### src/rtl/fc_pkg.sv
package fc_pkg;
  typedef enum logic {
    DUPLEX_HALF = 1'b0,
    DUPLEX_FULL = 1'b1
  } duplex_e;

  typedef struct packed {
    logic pause;
    logic bp;
  } fc_req_t;
endpackage

### src/rtl/fc_suppress_timer.sv
module fc_suppress_timer #(
  parameter int WIN_TICKS = 1500
) (
  input  logic clk,
  input  logic rst,
  input  logic auto_off_en_i,
  input  logic hi_prio_i,
  input  logic cong_i,
  input  logic tick_i,
  output logic suppress_o
);
  localparam int CW = $clog2(WIN_TICKS + 1);
  localparam logic [CW-1:0] LOAD = CW'(WIN_TICKS);
  localparam logic [CW-1:0] LAST = CW'(1);

  logic          active_q;
  logic [CW-1:0] left_q;
  logic          start;

  // a start needs congestion; a restart only needs an open window
  assign start      = auto_off_en_i & hi_prio_i & (cong_i | active_q);
  assign suppress_o = auto_off_en_i & (active_q | start);

  always_ff @(posedge clk) begin
    if (rst || !auto_off_en_i) begin
      active_q <= 1'b0;
      left_q   <= '0;
    end else if (start) begin
      active_q <= 1'b1;
      left_q   <= LOAD;
    end else if (active_q && tick_i) begin
      if (left_q == LAST) begin
        active_q <= 1'b0;
        left_q   <= '0;
      end else begin
        left_q <= left_q - LAST;
      end
    end
  end
endmodule

### src/rtl/fc_request_gen.sv
module fc_request_gen
  import fc_pkg::*;
(
  input  logic    clk,
  input  logic    rst,
  input  logic    fc_en_i,
  input  logic    cong_i,
  input  duplex_e duplex_i,
  input  logic    suppress_i,
  output fc_req_t req_o
);
  logic    want;
  fc_req_t req_d;

  assign want = fc_en_i & cong_i & ~suppress_i;

  always_comb begin
    req_d.pause = want & (duplex_i == DUPLEX_FULL);
    req_d.bp    = want & (duplex_i == DUPLEX_HALF);
  end

  always_ff @(posedge clk) begin
    if (rst) req_o <= '0;
    else     req_o <= req_d;
  end
endmodule

### src/rtl/prio_fc_ctrl.sv
module prio_fc_ctrl
  import fc_pkg::*;
#(
  parameter int WIN_TICKS = 1500
) (
  input  logic clk,
  input  logic rst,
  input  logic cong_i,
  input  logic full_dup_i,
  input  logic fc_en_i,
  input  logic auto_off_en_i,
  input  logic hi_prio_rx_i,
  input  logic tick_ms_i,
  output logic pause_req_o,
  output logic bp_req_o
);
  logic    suppress;
  fc_req_t req;

  fc_suppress_timer #(.WIN_TICKS(WIN_TICKS)) timer_i (
    .clk           (clk),
    .rst           (rst),
    .auto_off_en_i (auto_off_en_i),
    .hi_prio_i     (hi_prio_rx_i),
    .cong_i        (cong_i),
    .tick_i        (tick_ms_i),
    .suppress_o    (suppress)
  );

  fc_request_gen reqgen_i (
    .clk        (clk),
    .rst        (rst),
    .fc_en_i    (fc_en_i),
    .cong_i     (cong_i),
    .duplex_i   (duplex_e'(full_dup_i)),
    .suppress_i (suppress),
    .req_o      (req)
  );

  assign pause_req_o = req.pause;
  assign bp_req_o    = req.bp;
endmodule

### config.mk
export PLATFORM = sky130hd
export DESIGN_NAME = prio_fc_ctrl
export DESIGN_NICKNAME = d
export VERILOG_FILES = /design/src/rtl/fc_pkg.sv /design/src/rtl/fc_suppress_timer.sv /design/src/rtl/fc_request_gen.sv /design/src/rtl/prio_fc_ctrl.sv
export SDC_FILE = /design/constraint.sdc
export NUM_CORES = 1
export LEC_CHECK = 0
export ABC_AREA = 0
export BUFFER_PORTS_ARGS = -buffer_cell sky130_fd_sc_hd__buf_2
export CAP_MARGIN = 30
export CORE_ASPECT_RATIO = 0.75
export CORE_MARGIN = 1
export CORE_UTILIZATION = 38
export DETAILED_ROUTE_END_ITERATION = 8
export HOLD_SLACK_MARGIN = 0.05
export PLACE_DENSITY = 0.64
export SYNTH_ARGS = -nofsm -noshare
export SYNTH_HDL_FRONTEND = slang
export SYNTH_SLANG_ARGS = --single-unit
### constraint.sdc
create_clock -name clk -period 2.4 [get_ports clk]
set_input_delay 0 -clock clk [delete_from_list [all_inputs] [get_ports clk]]
set_output_delay 0 -clock clk [all_outputs]
set_load 0.005 [all_outputs]
Yosys cells after proc, flatten, opt, wreduce, memory -nomap -nowiden
Cells that the tools add are included.
{"block": "word_totals", "memories": 0, "register_bits": 14, "elab_cells": 31, "out_inout_bits": 2, "ram_bits": 0, "input_bits": 8, "latchBits": 0, "rom_bits": 0}
{"block": "op_classes", "n_addsub": 1, "shifts": 0, "n_mul": 0, "order_cmp": 0, "n_eq_ne": 1, "n_bitwise": 11, "n_div": 0, "reduce_logical": 7, "mux": 6}
{"operator": "11-bit 2-to-1 mux", "n": 3}
{"operator": "11-bit by 1-bit equality test with 1-bit output, second input constant", "n": 1}
{"operator": "11-bit by 1-bit subtractor with 11-bit output, second input constant", "n": 1}
{"operator": "1-bit AND", "n": 7}
{"operator": "2-bit nonzero test", "n": 2}
{"operator": "1-bit 2-to-1 mux", "n": 3}
{"operator": "1-bit NOT", "n": 2}
{"operator": "1-bit OR", "n": 2}
{"operator": "2-bit AND reduction", "n": 1}
{"operator": "2-bit OR reduction", "n": 1}
{"operator": "1-bit logical AND", "n": 1}
{"operator": "1-bit zero test", "n": 1}
{"operator": "1-bit logical OR", "n": 1}

Logic depth before layout (Yosys ltp)
Gate-level depths: netlist of the first run.
{"block": "depth", "word_depth": 7, "mapped_depth": 6, "depth_no_buf": 6}

Hierarchy
From an unflattened synthesis of the first run, not the netlist that was laid out.
{"block": "hier_totals", "cells_unflattened": 76, "area_unflattened_um2": 719.4}
{"module": "fc_suppress_timer", "area_per_inst_um2": 648.1, "cells_per_inst": 71, "n_inst": 1}
{"module": "fc_request_gen", "area_per_inst_um2": 71.3, "cells_per_inst": 5, "n_inst": 1}

Worst setup path after synthesis of the first run
No wires, ideal clock.
{"block": "synth_path", "kind": "register to register", "start": "reg timer_i.left_q[6]", "end": "reg timer_i.left_q[2]", "path_buffers": 0, "setup_time_ns": 0.141, "required_time_ns": 2.259, "stages_incl_launch_ff": 5, "t_arrival_ns": 1.626, "period_less_slack_ns": 1.767, "slack_ns": 0.633, "path_cell_list": "dfxtp_1 or4_1 or3b_4 o31ai_4 a21oi_1"}
{"block": "synth_via", "elab_chain_cells": 4}
{"item": "start, declared", "line_no": "fc_suppress_timer.sv:17", "rtl": "logic [CW-1:0] left_q;"}
{"item": "start signal, assigned", "line_no": "fc_suppress_timer.sv:36", "rtl": "left_q <= left_q - LAST;"}
{"item": "11-bit by 1-bit equality test with 1-bit output", "line_no": "fc_suppress_timer.sv:32", "rtl": "if (left_q == LAST) begin"}
{"item": "11-bit 2-to-1 mux", "line_no": "fc_suppress_timer.sv:32"}
{"item": "11-bit 2-to-1 mux", "line_no": "fc_suppress_timer.sv:31", "rtl": "end else if (active_q && tick_i) begin"}
{"item": "11-bit 2-to-1 mux", "line_no": "fc_suppress_timer.sv:28", "rtl": "end else if (start) begin"}
No other way between the ends. The select of a mux whose other input is x is not followed.
A chain may end at the register's enable or synchronous reset.

Final worst setup path of the first run
{"block": "layout_path", "start": "reg timer_i.left_q[6]", "end": "reg timer_i.left_q[4]"}
Same word-level chain as after synthesis.

==> reports/metrics.yaml, run 1 <==
final_hold_viol_count: 0
gp_congestion: 0.791
min_period_over_period_pct: 81.2
finalPower_uw: 458
cp-end-kind: "flop"
tightest_slew_ns: 0.630
maxCapViolCount: 0
fin_crit_ns: 1.95
antenna_found_initial: 0
synth_cell_types: 29
grt_util_all_layers_pct: 16.6
crit_chain: "or4_1 -> or3b_4 -> o31ai_4 -> a21oi_1"
final_util_pct: 48.3
crit_slowest_cell: "or4_1"
first_iter_violations: 11
yosysMostFrequentCell: "dfxtp_1"
critPathKind: "reg -> reg"
synth_top_area_cell: "dfxtp_1"
grt_pass1_wl_um: 2360
cts_setup_buffers: 0
yosysWarnings: 0
status: "finished, final reports clean"
cp.required_ns: 2.55
io_pins: 10
ant_nets: 0
r2r_cells: 4
synthArstFlopShare_pct: 0
reg2reg_slack_ns: 0.45
synth_commonest_cells: "14 x dfxtp_1, 7 x nand2_1, 5 x a21oi_1, 5 x nor2_1, 5 x o21ai_0"
drv_slew: 0
drt_first_pass_iters: 4
grt_start_max_net_pins: 10
nets: 102
cts_inserted_buffers: 3
clock-skew-final_ns: 0.000940
syn_nets: 86
cts_sinks: 14
cts_buffer_depth: 2
die_h_um: 39.2
io_buffers: 9
insertedDiodeCount: 0
htreeDepth: 1
seq_area_um2: 280
fmax_mhz: 513
rsz0062_at_grt: "no"
dp_cells: 106
fillers: 175
drc: 0
power.density_nw_per_um2: 549
synth-main-ff-cell: "dfxtp_1"
finalSetupViolations: 0
tritoncts: "built"
synth_area_um2: 699
die_area_um2: 2020
ir_worst_vdd_uv: 350
wire_per_inst_um: 12.2
rows: 13
die_w_um: 51.5
synthCells: 76
synth-edff-count: 0
cp_max_fo: 6
synth-seq-cells: 14
seq_area_frac_synth_pct: 40.1
netlist.area_leader.share_pct: 40.1
vias: 589
post-dp-hpwl_um: 1070
clkSlewWorstSetupHoldPaths_ns: 0.08
drive_gt1_share_pct: 20.9
core-area_um2: 1720
p_leak_nw: 0.316
crit_path_start_kind: "flop"
arrival_ns: 2.10
syn2layout_area_growth_pct: 19.1
wl_um: 1380
grt-ovfl-total: 0
viasPerCell: 5.21
fin_tns_setup_ns: 0
slowest_delay_ns: 0.58
relSlewSlack_pct: 57.8
grt_pass1_vias: 526
multi_input_area_um2: 403
cts_resized: 0
hold-path-cell-count: 3
root_buffer: "clkbuf_4"
start_util_pct: 40.6
syn_avg_cell_area_um2: 9.20
synth_area_leaders: "dfxtp_1 40%, xor2_1 5.0%, nand2_1 3.8%"
clock_latency_ns: 0.28
min-delay-path-class: "in -> reg"
fin_cells: 113
metrics by stage:
stage	area (µm²)	hold slack (ns)	setup slack, ns
final	833	0.0674	0.451
after global routing	833	0.0684	0.388
after CTS	833	0.0564	0.457
after detailed placement	767	0.182	0.466
after global placement	767	0.180	0.485
after floorplan	699	0.0767	0.633
flip-flops by register name, summed over array words and instances, names as in the netlist:
name	flops
reqgen_i.req_o	2
timer_i.left_q	11
timer_i.active_q	1
power breakdown:
| group | switching [mW] | leakage, nW | internal, mW |
|---|---|---|---|
| Clock | 0.0800 | 0.0210 | 0.0924 |
| Sequential | 0.00617 | 0.113 | 0.237 |
| Combinational | 0.0214 | 0.181 | 0.0205 |
| Total | 0.108 | 0.316 | 0.350 |
timing repair:
item | in CTS | in global routing
endpoints found under the hold margin | 5 | 0
setup endpoints to repair | 0 | 0
hold buffers | 3 | 0
cells in the final DEF, fill, tap and decap left out, drive strengths merged, types with 4 or more instances in the layout:
| cell | instances |
|---|---|
| a21oi | 5 |
| nand2 | 7 |
| o21ai | 5 |
| clkbuf | 4 |
| xor2 | 4 |
| dfxtp | 14 |
| nor2 | 5 |
| buf | 9 |
cell type report:
type	instances	area share, %
Multi-Input combinational cell	58	48.3
Sequential cell	14	33.6
Tap cell	22	3.30
Inverter	3	1.35
Clock buffer	4	4.35
Timing Repair Buffer	12	9.01
worst paths after layout:
path,from,endpoint
max,timer_i.left_q[6],timer_i.left_q[4]
min reg2reg,timer_i.left_q[8],timer_i.left_q[8]
min,rst,reqgen_i.req_o[1]
max reg2reg,timer_i.left_q[6],timer_i.left_q[4]
layer usage:
layer / track usage [%] / vias to the layer above / wire length [µm]
met2: 25.0 / 7 / 635
met4: 6.08 / 0 / 8
met5: 0 / - / 0
li1: - / 304 / -
met3: 5.88 / 2 / 57
met1: 21.6 / 276 / 678
cell families after synthesis:
logic type / count (synthesis) / synth area share (%)
buffers and inverters: 4 / 2.32
flip-flops: 14 / 40.1
AO/OA/AOI/OAI: 16 / 15.0
AND/OR/NAND/NOR: 33 / 30.2
adder cells (fa/ha/maj): 2 / 3.58
XOR/XNOR: 7 / 8.77
critical path: cells and delay by family (launching register included):
family / cells / cell delay (ns)
AND/OR/NAND/NOR: 2 / 1.03
AO/OA/AOI/OAI: 2 / 0.42
flip-flops: 1 / 0.37
Note: power is estimated with default switching activity, not from simulation.
==> inputs of run 2 (changes only) <==
==> constraint.sdc (replaced) <==
create_clock -name clk -period 2 [get_ports clk]
set_input_delay 0 -clock clk [delete_from_list [all_inputs] [get_ports clk]]
set_output_delay 0 -clock clk [all_outputs]
set_load 0.005 [all_outputs]
==> run 2 against run 1 <==
Net effect:
- sequential cell count did not move
- via count fell by 4.1%
- final cell count did not move
- clock-buffer cell count fell by 1
- highest routed layer unchanged
- sequential share of layout area rose by 0.25 points
- critical path type unchanged
- register-to-register slack got worse by 0.36 ns
- critical path depth did not move
- worst setup slack got worse by 0.36 ns
- largest power group unchanged
==> reports/metrics.yaml, run 2 (synthesized netlist as in run 1, its figures left out) <==
clkSlewWorstSetupHoldPaths_ns: 0.09  # was 0.08 ns
slowest_delay_ns: 0.58  # about the same
cts_resized: 0  # unchanged
first_iter_violations: 30  # was 11
finalSetupViolations: 0  # unchanged
tritoncts: "built"  # unchanged
cp-end-kind: "flop"  # unchanged
reg2reg_slack_ns: 0.09  # was 0.45 ns
drt_first_pass_iters: 4  # unchanged
core-area_um2: 1720  # unchanged
drc: 0  # unchanged
viasPerCell: 5.00  # was 5.21
mostFrequentLayoutCells: "14 x dfxtp_1, 9 x buf_2, 7 x nand2_1"  # unchanged
final_hold_viol_count: 0  # unchanged
hold_start: "rst"  # unchanged
largest_reg_flops: 11  # unchanged
status: "finished, final reports clean"  # unchanged
fin_cells: 113  # unchanged
cts_inserted_buffers: 3  # unchanged
power.density_nw_per_um2: 604  # was 549 nW/µm²
clock-skew-final_ns: 0.00961  # was 0.000940 ns
cts_sinks: 14  # unchanged
cp.required_ns: 2.17  # was 2.55 ns
io_buffers: 9  # unchanged
r2r_cells: 4  # unchanged
critPathKind: "reg -> reg"  # unchanged
p_comb_share_pct: 10.2  # was 9.2%
relSlewSlack_pct: 58.6  # was 57.8%
min_period_over_period_pct: 95.5  # was 81.2%
io_pins: 10  # unchanged
fin_crit_ns: 1.91  # was 1.95 ns
grt_pass1_wl_um: 2350  # was 2360 µm
min-delay-path-class: "in -> reg"  # unchanged
crit_path_start_kind: "flop"  # unchanged
cp_max_fo: 6  # unchanged
tightest_slew_ns: 0.618  # was 0.630 ns
grt_pass1_vias: 516  # was 526
die_h_um: 39.2  # unchanged
grt_util_all_layers_pct: 16.9  # was 16.6%
pre_cts_slack_ns: 0.0954  # was 0.466 ns
syn2layout_area_growth_pct: 18.2  # was 19.1%
drive_gt1_share_pct: 20.9  # unchanged
largest_register: "timer_i.left_q"  # unchanged
clock_latency_ns: 0.28  # about the same
swShare_pct: 24.0  # was 23.5%
fillers: 186  # was 175
ir_worst_vdd_uv: 439  # was 350 µV
power.internal_uw: 379  # was 350 µW
p_leak_nw: 0.313  # was 0.316 nW
die_area_um2: 2020  # unchanged
die_w_um: 51.5  # unchanged
nets: 103  # was 102
timing.rr.start: "timer_i.left_q[6]"  # unchanged
p_seq_share_pct: 58.5  # was 53.2%
arrival_ns: 2.08  # was 2.10 ns
htreeDepth: 1  # unchanged
hold-path-endpoint: "timer_i.left_q[10]"  # was reqgen_i.req_o[1]
gp_congestion: 0.792  # was 0.791
final_common_cell: "dfxtp_1"  # unchanged
wl_um: 1390  # was 1380 µm
rsz0062_at_grt: "no"  # unchanged
crit_chain: "or4_1 -> or3b_4 -> o211ai_1 -> nor2_1"  # was or4_1 -> or3b_4 -> o31ai_4 -> a21oi_1
reg_top3: "timer_i.left_q (11), reqgen_i.req_o (2), timer_i.active_q (1)"  # unchanged
grt-ovfl-total: 0  # unchanged
finalPower_uw: 499  # was 458 µW
wire_per_inst_um: 12.3  # was 12.2 µm
insertedDiodeCount: 0  # unchanged
post-dp-hpwl_um: 1050  # was 1070 µm
ant_nets: 0  # unchanged
rows: 13  # unchanged
finalWorstSetupSlack_ns: 0.0903  # was 0.451 ns
start_util_pct: 40.6  # unchanged
fmax_mhz: 524  # was 513 MHz
drv_slew: 0  # unchanged
vias: 565  # was 589
p_clk_share_pct: 31.3  # was 37.7%
power.switching_uw: 120  # was 108 µW
antenna_found_initial: 0  # unchanged
maxCapViolCount: 0  # unchanged
cts_buffer_depth: 2  # unchanged
root_buffer: "clkbuf_4"  # unchanged
hold-path-cell-count: 3  # unchanged
crit_slowest_cell: "or4_1"  # unchanged
grt_start_max_net_pins: 10  # unchanged
dp_cells: 107  # was 106
fin_tns_setup_ns: 0  # unchanged
r2r_end: "timer_i.left_q[9]"  # was timer_i.left_q[4]
[run 2: changes by cell type in the layout (fill, tap and decap cells not counted), sizes merged]
cell / delta
clkbuf: -1
buf: +1
[run 2: layout make-up]
class | count | area, µm² | share of cell area [%]
clock buffers | 3 | 22.5 | 2.72
inverters | 3 | 11.3 | 1.36
flip-flops and latches | 14 | 280 | 33.9
multi-input cells | 58 | 403 | 48.7
repair buffers | 13 | 82.6 | 9.98
well taps | 22 | 27.5 | 3.33
[run 2: worst max path at each step]
stage / start / to / slack, ns / depth (start not counted)
2_1_floorplan: timer_i.left_q[6] / timer_i.left_q[2] / 0.23 / 4
6_report: timer_i.left_q[6] / timer_i.left_q[9] / 0.09 / 4
3_3_place_gp: timer_i.left_q[6] / timer_i.left_q[6] / 0.13 / 4
5_1_grt: timer_i.left_q[0] / timer_i.left_q[8] / 0.01 / 6
4_1_cts: timer_i.left_q[6] / timer_i.left_q[4] / 0.07 / 4
3_5_place_dp: timer_i.left_q[6] / timer_i.left_q[6] / 0.1 / 4
[run 2: what timing repair did]
action | 4_1_cts | 5_1_grt
hold endpoints to repair | 5 | 0
setup buffers | 0 | 0
hold buffers | 3 | 0
endpoints found under the setup margin | 0 | 2
[run 2: metal layers]
| metal | routed length, µm | GRT usage (%) | vias up | part of all wire (%) |
|---|---|---|---|---|
| met2 | 547 | 23.4 | 11 | 39 |
| li1 | - | - | 305 | - |
| met4 | 13 | 6.08 | 0 | 0.94 |
| met3 | 70 | 7.06 | 2 | 5.0 |
| met1 | 757 | 23.0 | 247 | 54 |
| met5 | 0 | 0 | - | 0 |
[run 2: through the flow]
| step | hold slack [ns] | utilization (%) | instance area, µm² |
|---|---|---|---|
| finish | 0.0809 | 48.0 | 827 |
| global route | 0.0784 | 48.0 | 827 |
| CTS | 0.0690 | 48.0 | 827 |
| detailed placement | 0.185 | 44.9 | 774 |
| global placement | 0.181 | 44.9 | 774 |
| floorplan | 0.0767 | - | 699 |
[run 2: worst max-delay path: cells and delay by family, from the launching register on]
kind / cells / cell delay (ns)
AOI/OAI and AO/OA: 1 / 0.32
DFF: 1 / 0.36
and+or+nand+nor: 3 / 1.12
[run 2: power groups by stage]
stage | clock network (mW) | registers, mW | logic, mW
after floorplan | 0 | 0.296 | 0.0302
after global placement | 0 | 0.298 | 0.0462
after detailed placement | 0 | 0.298 | 0.0464
after CTS | 0.166 | 0.292 | 0.0502
after global routing | 0.176 | 0.293 | 0.0561
final | 0.156 | 0.292 | 0.0509
